[config.mk]
export PLATFORM = sky130hd
export DESIGN_NAME = spi_frame_timer
export DESIGN_NICKNAME = d
export VERILOG_FILES = /design/src/rtl/spitm_pkg.sv /design/src/rtl/spitm_div_calc.sv /design/src/rtl/spitm_seq.sv /design/src/rtl/spi_frame_timer.sv
export SDC_FILE = /design/constraint.sdc
export NUM_CORES = 1
export LEC_CHECK = 0
export ABC_AREA = 1
export BUFFER_PORTS_ARGS = -buffer_cell sky130_fd_sc_hd__buf_2
export CAP_MARGIN = 20
export CORE_MARGIN = 2
export CORE_UTILIZATION = 31
export CTS_CLUSTER_DIAMETER = 200
export DETAILED_ROUTE_END_ITERATION = 10
export SKIP_LAST_GASP = 1
export SLEW_MARGIN = 10
export SYNTH_ARGS = -nofsm -noshare
export SYNTH_HDL_FRONTEND = slang
export SYNTH_HIERARCHICAL = 1
export SYNTH_SLANG_ARGS = --single-unit
[constraint.sdc]
create_clock -name clk -period 23.3 [get_ports clk]
set_input_delay 1.165 -clock clk [delete_from_list [all_inputs] [get_ports clk]]
set_output_delay 1.165 -clock clk [all_outputs]
set_load 0.02 [all_outputs]
[src/rtl/spitm_pkg.sv]
`timescale 1ns/1ps
package spitm_pkg;

  // attribute word, bit 30 down to bit 0
  typedef struct packed {
    logic [3:0] fsz;        // bits - 1
    logic       cpol;
    logic       cpha;
    logic       lsbf;
    logic [1:0] lead_pre;
    logic [1:0] trail_pre;
    logic [1:0] gap_pre;
    logic [1:0] baud_pre;
    logic [3:0] lead_scl;
    logic [3:0] trail_scl;
    logic [3:0] gap_scl;
    logic [3:0] baud_scl;
  } attr_t;

  typedef enum logic [2:0] {
    ST_IDLE, ST_LEAD, ST_XFER, ST_TRAIL, ST_GAP
  } seq_st_t;

  // odd prescaler; the baud set starts at 2, the delay set at 1
  function automatic int unsigned pre_odd(input logic [1:0] code, input logic baud);
    case (code)
      2'd0:    return baud ? 2 : 1;
      2'd1:    return 3;
      2'd2:    return 5;
      default: return 7;
    endcase
  endfunction

endpackage

[src/rtl/spitm_div_calc.sv]
`timescale 1ns/1ps
module spitm_div_calc #(
  parameter int CW      = 20,
  parameter bit IS_BAUD = 1'b0
) (
  input  logic [1:0]    pre,
  input  logic [3:0]    scl,
  output logic [CW-1:0] cycles
);
  import spitm_pkg::*;

  logic [CW-1:0] pre_v;
  logic [CW-1:0] scl_v;

  always_comb pre_v = CW'(pre_odd(pre, IS_BAUD));

  generate
    if (IS_BAUD) begin : g_baud
      // codes 0..3 step by two, from code 4 on powers of two
      always_comb scl_v = (scl < 4'd4) ? (CW'({scl, 1'b0}) + CW'(2)) : (CW'(1) << scl);
    end else begin : g_dly
      always_comb scl_v = CW'(2) << scl;
    end
  endgenerate

  always_comb cycles = pre_v * scl_v;

endmodule

[src/rtl/spitm_seq.sv]
`timescale 1ns/1ps
module spitm_seq #(
  parameter int CW = 20,
  parameter int FW = 4
) (
  input  logic          clk,
  input  logic          rst,
  input  logic          start,
  input  logic          cpol_live,
  input  logic          cpol,
  input  logic          cpha,
  input  logic          lsbf,
  input  logic [FW-1:0] fsz,
  input  logic [CW-1:0] lead_len,
  input  logic [CW-1:0] trail_len,
  input  logic [CW-1:0] gap_len,
  input  logic [CW-1:0] pha_len,
  input  logic [CW-1:0] phb_len,
  output logic          take,
  output logic          sck,
  output logic          cs_act,
  output logic          shift_stb,
  output logic          sample_stb,
  output logic [FW-1:0] bit_idx,
  output logic          frame_done,
  output logic          busy
);
  import spitm_pkg::*;

  seq_st_t       st;
  logic [CW-1:0] cnt;
  logic          ph;      // 0: active phase, 1: idle-level phase
  logic [FW-1:0] nbit;    // trailing edges produced so far
  logic          cnt_z;

  assign cnt_z = (cnt == '0);
  assign take  = start && ((st == ST_IDLE) || ((st == ST_GAP) && cnt_z));
  assign busy  = (st != ST_IDLE);

  always_ff @(posedge clk) begin
    if (rst) begin
      st         <= ST_IDLE;
      cnt        <= '0;
      ph         <= 1'b0;
      nbit       <= '0;
      bit_idx    <= '0;
      sck        <= 1'b0;
      cs_act     <= 1'b0;
      shift_stb  <= 1'b0;
      sample_stb <= 1'b0;
      frame_done <= 1'b0;
    end else begin
      shift_stb  <= 1'b0;
      sample_stb <= 1'b0;
      frame_done <= 1'b0;
      if (take) begin
        st      <= ST_LEAD;
        cs_act  <= 1'b1;
        cnt     <= lead_len - CW'(1);
        nbit    <= '0;
        bit_idx <= lsbf ? '0 : fsz;
        sck     <= cpol;
      end else begin
        case (st)
          ST_IDLE: sck <= cpol_live;
          ST_LEAD: begin
            if (cnt_z) begin
              st  <= ST_XFER;
              ph  <= 1'b0;
              sck <= ~cpol;
              cnt <= pha_len - CW'(1);
              if (cpha) shift_stb  <= 1'b1;
              else      sample_stb <= 1'b1;
            end else begin
              cnt <= cnt - CW'(1);
            end
          end
          ST_XFER: begin
            if (!cnt_z) begin
              cnt <= cnt - CW'(1);
            end else if (!ph) begin
              // trailing edge
              sck  <= cpol;
              nbit <= nbit + FW'(1);
              if (cpha) sample_stb <= 1'b1;
              else      shift_stb  <= 1'b1;
              if (nbit == fsz) begin
                st  <= ST_TRAIL;
                cnt <= trail_len - CW'(1);
              end else begin
                ph  <= 1'b1;
                cnt <= phb_len - CW'(1);
              end
            end else begin
              // leading edge of the next bit
              ph      <= 1'b0;
              sck     <= ~cpol;
              cnt     <= pha_len - CW'(1);
              bit_idx <= lsbf ? (bit_idx + FW'(1)) : (bit_idx - FW'(1));
              if (cpha) shift_stb  <= 1'b1;
              else      sample_stb <= 1'b1;
            end
          end
          ST_TRAIL: begin
            if (cnt_z) begin
              cs_act     <= 1'b0;
              frame_done <= 1'b1;
              st         <= ST_GAP;
              cnt        <= gap_len - CW'(1);
            end else begin
              cnt <= cnt - CW'(1);
            end
          end
          ST_GAP: begin
            if (cnt_z) st  <= ST_IDLE;
            else       cnt <= cnt - CW'(1);
          end
          default: st <= ST_IDLE;
        endcase
      end
    end
  end

endmodule

[src/rtl/spi_frame_timer.sv]
`timescale 1ns/1ps
module spi_frame_timer #(
  parameter int CNT_W = 20
) (
  input  logic        clk,
  input  logic        rst,
  input  logic        start,
  input  logic [30:0] attr,
  output logic        sck,
  output logic        cs_act,
  output logic        shift_stb,
  output logic        sample_stb,
  output logic [3:0]  bit_idx,
  output logic        frame_done,
  output logic        busy
);
  import spitm_pkg::*;

  localparam int FW = 4;   // frame-size field width fixed by the word layout
  localparam int ND = 3;   // setup, hold, gap intervals

  attr_t a_in, cfg_q, cfg;
  logic  take;

  assign a_in = attr_t'(attr);
  // on the accepting cycle the live word drives all loads
  assign cfg  = take ? a_in : cfg_q;

  always_ff @(posedge clk) begin
    if (rst)       cfg_q <= '0;
    else if (take) cfg_q <= a_in;
  end

  logic [1:0]       dpre [ND];
  logic [3:0]       dscl [ND];
  logic [CNT_W-1:0] dlen [ND];
  logic [CNT_W-1:0] period, pha_len, phb_len, half;

  always_comb begin
    dpre[0] = cfg.lead_pre;  dscl[0] = cfg.lead_scl;
    dpre[1] = cfg.trail_pre; dscl[1] = cfg.trail_scl;
    dpre[2] = cfg.gap_pre;   dscl[2] = cfg.gap_scl;
  end

  generate
    for (genvar g = 0; g < ND; g++) begin : g_dly
      spitm_div_calc #(.CW(CNT_W), .IS_BAUD(1'b0)) u_dly (
        .pre    (dpre[g]),
        .scl    (dscl[g]),
        .cycles (dlen[g])
      );
    end
  endgenerate

  spitm_div_calc #(.CW(CNT_W), .IS_BAUD(1'b1)) u_baud (
    .pre    (cfg.baud_pre),
    .scl    (cfg.baud_scl),
    .cycles (period)
  );

  // high phase takes the odd cycle
  assign half    = period >> 1;
  assign pha_len = cfg.cpol ? half : (period - half);
  assign phb_len = period - pha_len;

  spitm_seq #(.CW(CNT_W), .FW(FW)) u_seq (
    .clk        (clk),
    .rst        (rst),
    .start      (start),
    .cpol_live  (a_in.cpol),
    .cpol       (cfg.cpol),
    .cpha       (cfg.cpha),
    .lsbf       (cfg.lsbf),
    .fsz        (cfg.fsz),
    .lead_len   (dlen[0]),
    .trail_len  (dlen[1]),
    .gap_len    (dlen[2]),
    .pha_len    (pha_len),
    .phb_len    (phb_len),
    .take       (take),
    .sck        (sck),
    .cs_act     (cs_act),
    .shift_stb  (shift_stb),
    .sample_stb (sample_stb),
    .bit_idx    (bit_idx),
    .frame_done (frame_done),
    .busy       (busy)
  );

endmodule

==> flow_metrics.env <==
export IMPL_synth_top_cell_area_share=0.211
export IMPL_hold_path_depth=2
export IMPL_die_area_um2=52800
export IMPL_hold_start="cfg_q[27]"
export IMPL_synth_seq_area_share=0.0861
export IMPL_grtUsageTotal=0.172
export IMPL_start_util=0.315
export IMPL_rsz0062_at_grt="no"
export IMPL_whs_endpoint="cfg_q[27]"
export IMPL_cp_arrival_ns=10.02
export IMPL_nNetsFinal=2991
export IMPL_wl_per_cell_um=13.2
export IMPL_critical_path_class="reg2reg"
export IMPL_drive_gt1_frac=0.0883
export IMPL_cts_hold_buf=0
export IMPL_grt_ovfl_total=0
export IMPL_place_gp_congestion=0.938
export IMPL_required_ns=23.52
export IMPL_clkLatencyLatePin_ns=0.36
export IMPL_worst_slew_pin_slew_ns=0.928
export IMPL_routed_wl_um=45500
export IMPL_setup_viol=0
export IMPL_syn_avg_cell_area_um2=5.69
export IMPL_max_slew_margin=0.379
export IMPL_grt_max_degree=51
export IMPL_syn_inst=2779
export IMPL_synth_seq_cells=68
export IMPL_synth_distinct_cells=62
export IMPL_period_minus_slack_ns=9.80
export IMPL_dr_total_vias=16400
export IMPL_netlist_area_um2=15800
export IMPL_cts_tree="done"
export IMPL_tns_ns=0
export IMPL_fin_crit_sh=0.420
export IMPL_reg2reg_from="u_seq/cnt[0]"
export IMPL_cp_slowest_stage_delay_ns=0.50
export IMPL_fp_dieW_um=230
export IMPL_rrSetupSlack_ns=13.50
export IMPL_io_pins=44
export IMPL_htreeDepth=3
export IMPL_firstDrtPassIters=7
export IMPL_status="completed"
export IMPL_critPathSlowestCell="fa_1"
export IMPL_crit_path_end_kind="flip-flop"
export IMPL_ir_drop_mv=0.0850
export IMPL_antenna_found_initial=0
export IMPL_cts_buffers=9
export IMPL_synth_top_area_cell="nand2_1"
export IMPL_maxCapViolations=0
export IMPL_slew_viol_final=0
export IMPL_finalHoldViolCount=0
export IMPL_antenna_cells=0
export IMPL_core_area_um2=50300
export IMPL_drt_initial_drc_count=1096
export IMPL_vias_per_cell=4.75
export IMPL_totalPowerFinal_uw=2470
export IMPL_cts_sinks=68
export IMPL_power_density_nw_per_um2=146
export IMPL_rr_worst_depth=59
export IMPL_hpwlAfterDp_um=38300
export IMPL_power_leakage_uw=0.00928
export IMPL_grt_pass1_wl_um=75800
export IMPL_synthTopCellsByArea="nand2_1 (21%), inv_1 (10%), ha_1 (9.0%)"
export IMPL_cp_common_cell="nand2_1"
export IMPL_drc=0
export IMPL_grt_pass1_vias=15000
export IMPL_portBuffers=43
export IMPL_die_h_um=230
export IMPL_ant_nets=0
export IMPL_cts_buffer_depth=2
export IMPL_fin_skew_ns=0.0110
export IMPL_fin_util=0.337
export IMPL_path_max_fanout=42
export IMPL_syn_to_final_growth_pct=7.03
export IMPL_hold_class="reg2reg"
export IMPL_rows=82
export IMPL_yosysWarnings=6
export IMPL_cts_root_buffer="clkbuf_16"
export IMPL_clk_pin_slew_ns=0.06
export IMPL_cts_setup_buffers=0
export IMPL_fmax_mhz=102
export IMPL_cts_resized_gates=0
export IMPL_cp_start_kind="flip-flop"
export IMPL_r2r_end="u_seq/cnt[17]"
[worst max-delay path: cells and delay by family (launching register included)]
kind,cells,cell delay (ns)
simple gates,36,4.02
fa+ha+maj,7,2.43
buf+inv,10,1.32
compound gates,5,1.22
flops,1,0.33
xor+xnor,1,0.31
[cell type report]
cell class	instances	area, µm²
tap	672	841
inverter	479	1810
clock inverter	6	111
clock buffer	10	239
timing repair buffer	48	253
multi-input combinational	2174	12300
fill	5779	33300
sequential	68	1360
[layout by cell type (no fill, tap or decap), drive strengths merged, types with 4 or more instances in the layout]
master and n:
clkinv 4, and2 5, buf 48, o22ai 11, nand2 936, o21ai 67, nand4 38, xnor2 25
nor4 7, a31oi 9, fa 63, conb 7, nor3 65, or2 23, xor2 86, nand3 205
ha 114, dfxtp 68, o211ai 8, clkbuf 10, inv 477, nand3b 21, a21oi 135, nor2 323
o21bai 7
[worst max-delay path by stage]
stage,start,end,slack (ns),cells after the start
final,u_seq/cnt[0],u_seq/cnt[17],13.50,59
after global routing,u_seq/cnt[0],u_seq/cnt[17],12.41,59
after floorplan,u_seq/cnt[0],u_seq/cnt[19],15.25,60
after CTS,u_seq/cnt[0],u_seq/cnt[19],13.53,59
after detailed placement,u_seq/cnt[0],u_seq/cnt[19],13.56,59
after global placement,u_seq/cnt[0],u_seq/cnt[19],13.82,59
[layer usage]
metal,up-vias,GRT usage,routed length (µm)
li1,8664,-,-
met1,7379,0.251,23100
met2,330,0.274,19700
met3,51,0.0151,1900
met4,0,0.0375,763
met5,-,0,0
[registers in the layout, indices dropped and copies added, names as in the netlist]
register	cells
u_seq/sck	1
u_seq/cnt	20
cfg_q	31
u_seq/frame_done	1
u_seq/cs_act	1
u_seq/sample_stb	1
u_seq/bit_idx	4
u_seq/ph	1
u_seq/nbit	4
u_seq/st	3
u_seq/shift_stb	1
[Yosys cell counts (all sizes together)]
cell	n
a21boi	1
a31oi	9
nand2	936
o211ai	8
nor2	323
nand4	38
a21oi	135
a211oi	2
dfxtp	68
nor3	65
and2	5
o21a	3
o221a	1
o22ai	11
a221oi	1
fa	63
o211a	1
clkbuf	24
o311ai	1
nor4	7
or2	23
o2111ai	1
xnor2	25
nand3b	21
conb	4
clkinv	2
buf	37
nand3	205
a22oi	1
o21bai	7
o31ai	3
and3	1
xor2	86
ha	114
inv	477
o21ai	67
a21o	2
a311oi	1
[cell families after synthesis]
kind of cell | after synthesis | synth area share
xor+xnor | 111 | 0.0615
flops | 68 | 0.0861
buf+inv | 540 | 0.136
simple gates | 1624 | 0.455
compound gates | 255 | 0.0901
fa+ha+maj | 177 | 0.170
other cells | 4 | 0.000949
[power by group]
group          internal, µW  switching (µW)
logic                   696            1430
clock network           108            58.3
registers               143            29.1
total                   946            1520
[through the flow]
step	area [µm²]	setup WS (ns)	cells	hold slack [ns]
floorplan	15800	15.25	2782	0.442
global placement	16600	13.82	3441	0.456
detailed placement	16600	13.56	3441	0.461
CTS	16900	13.53	3457	0.470
global route	16900	12.41	3457	0.486
finish	16900	13.50	3457	0.468
No activity file was read; power rests on OpenSTA's default activity.
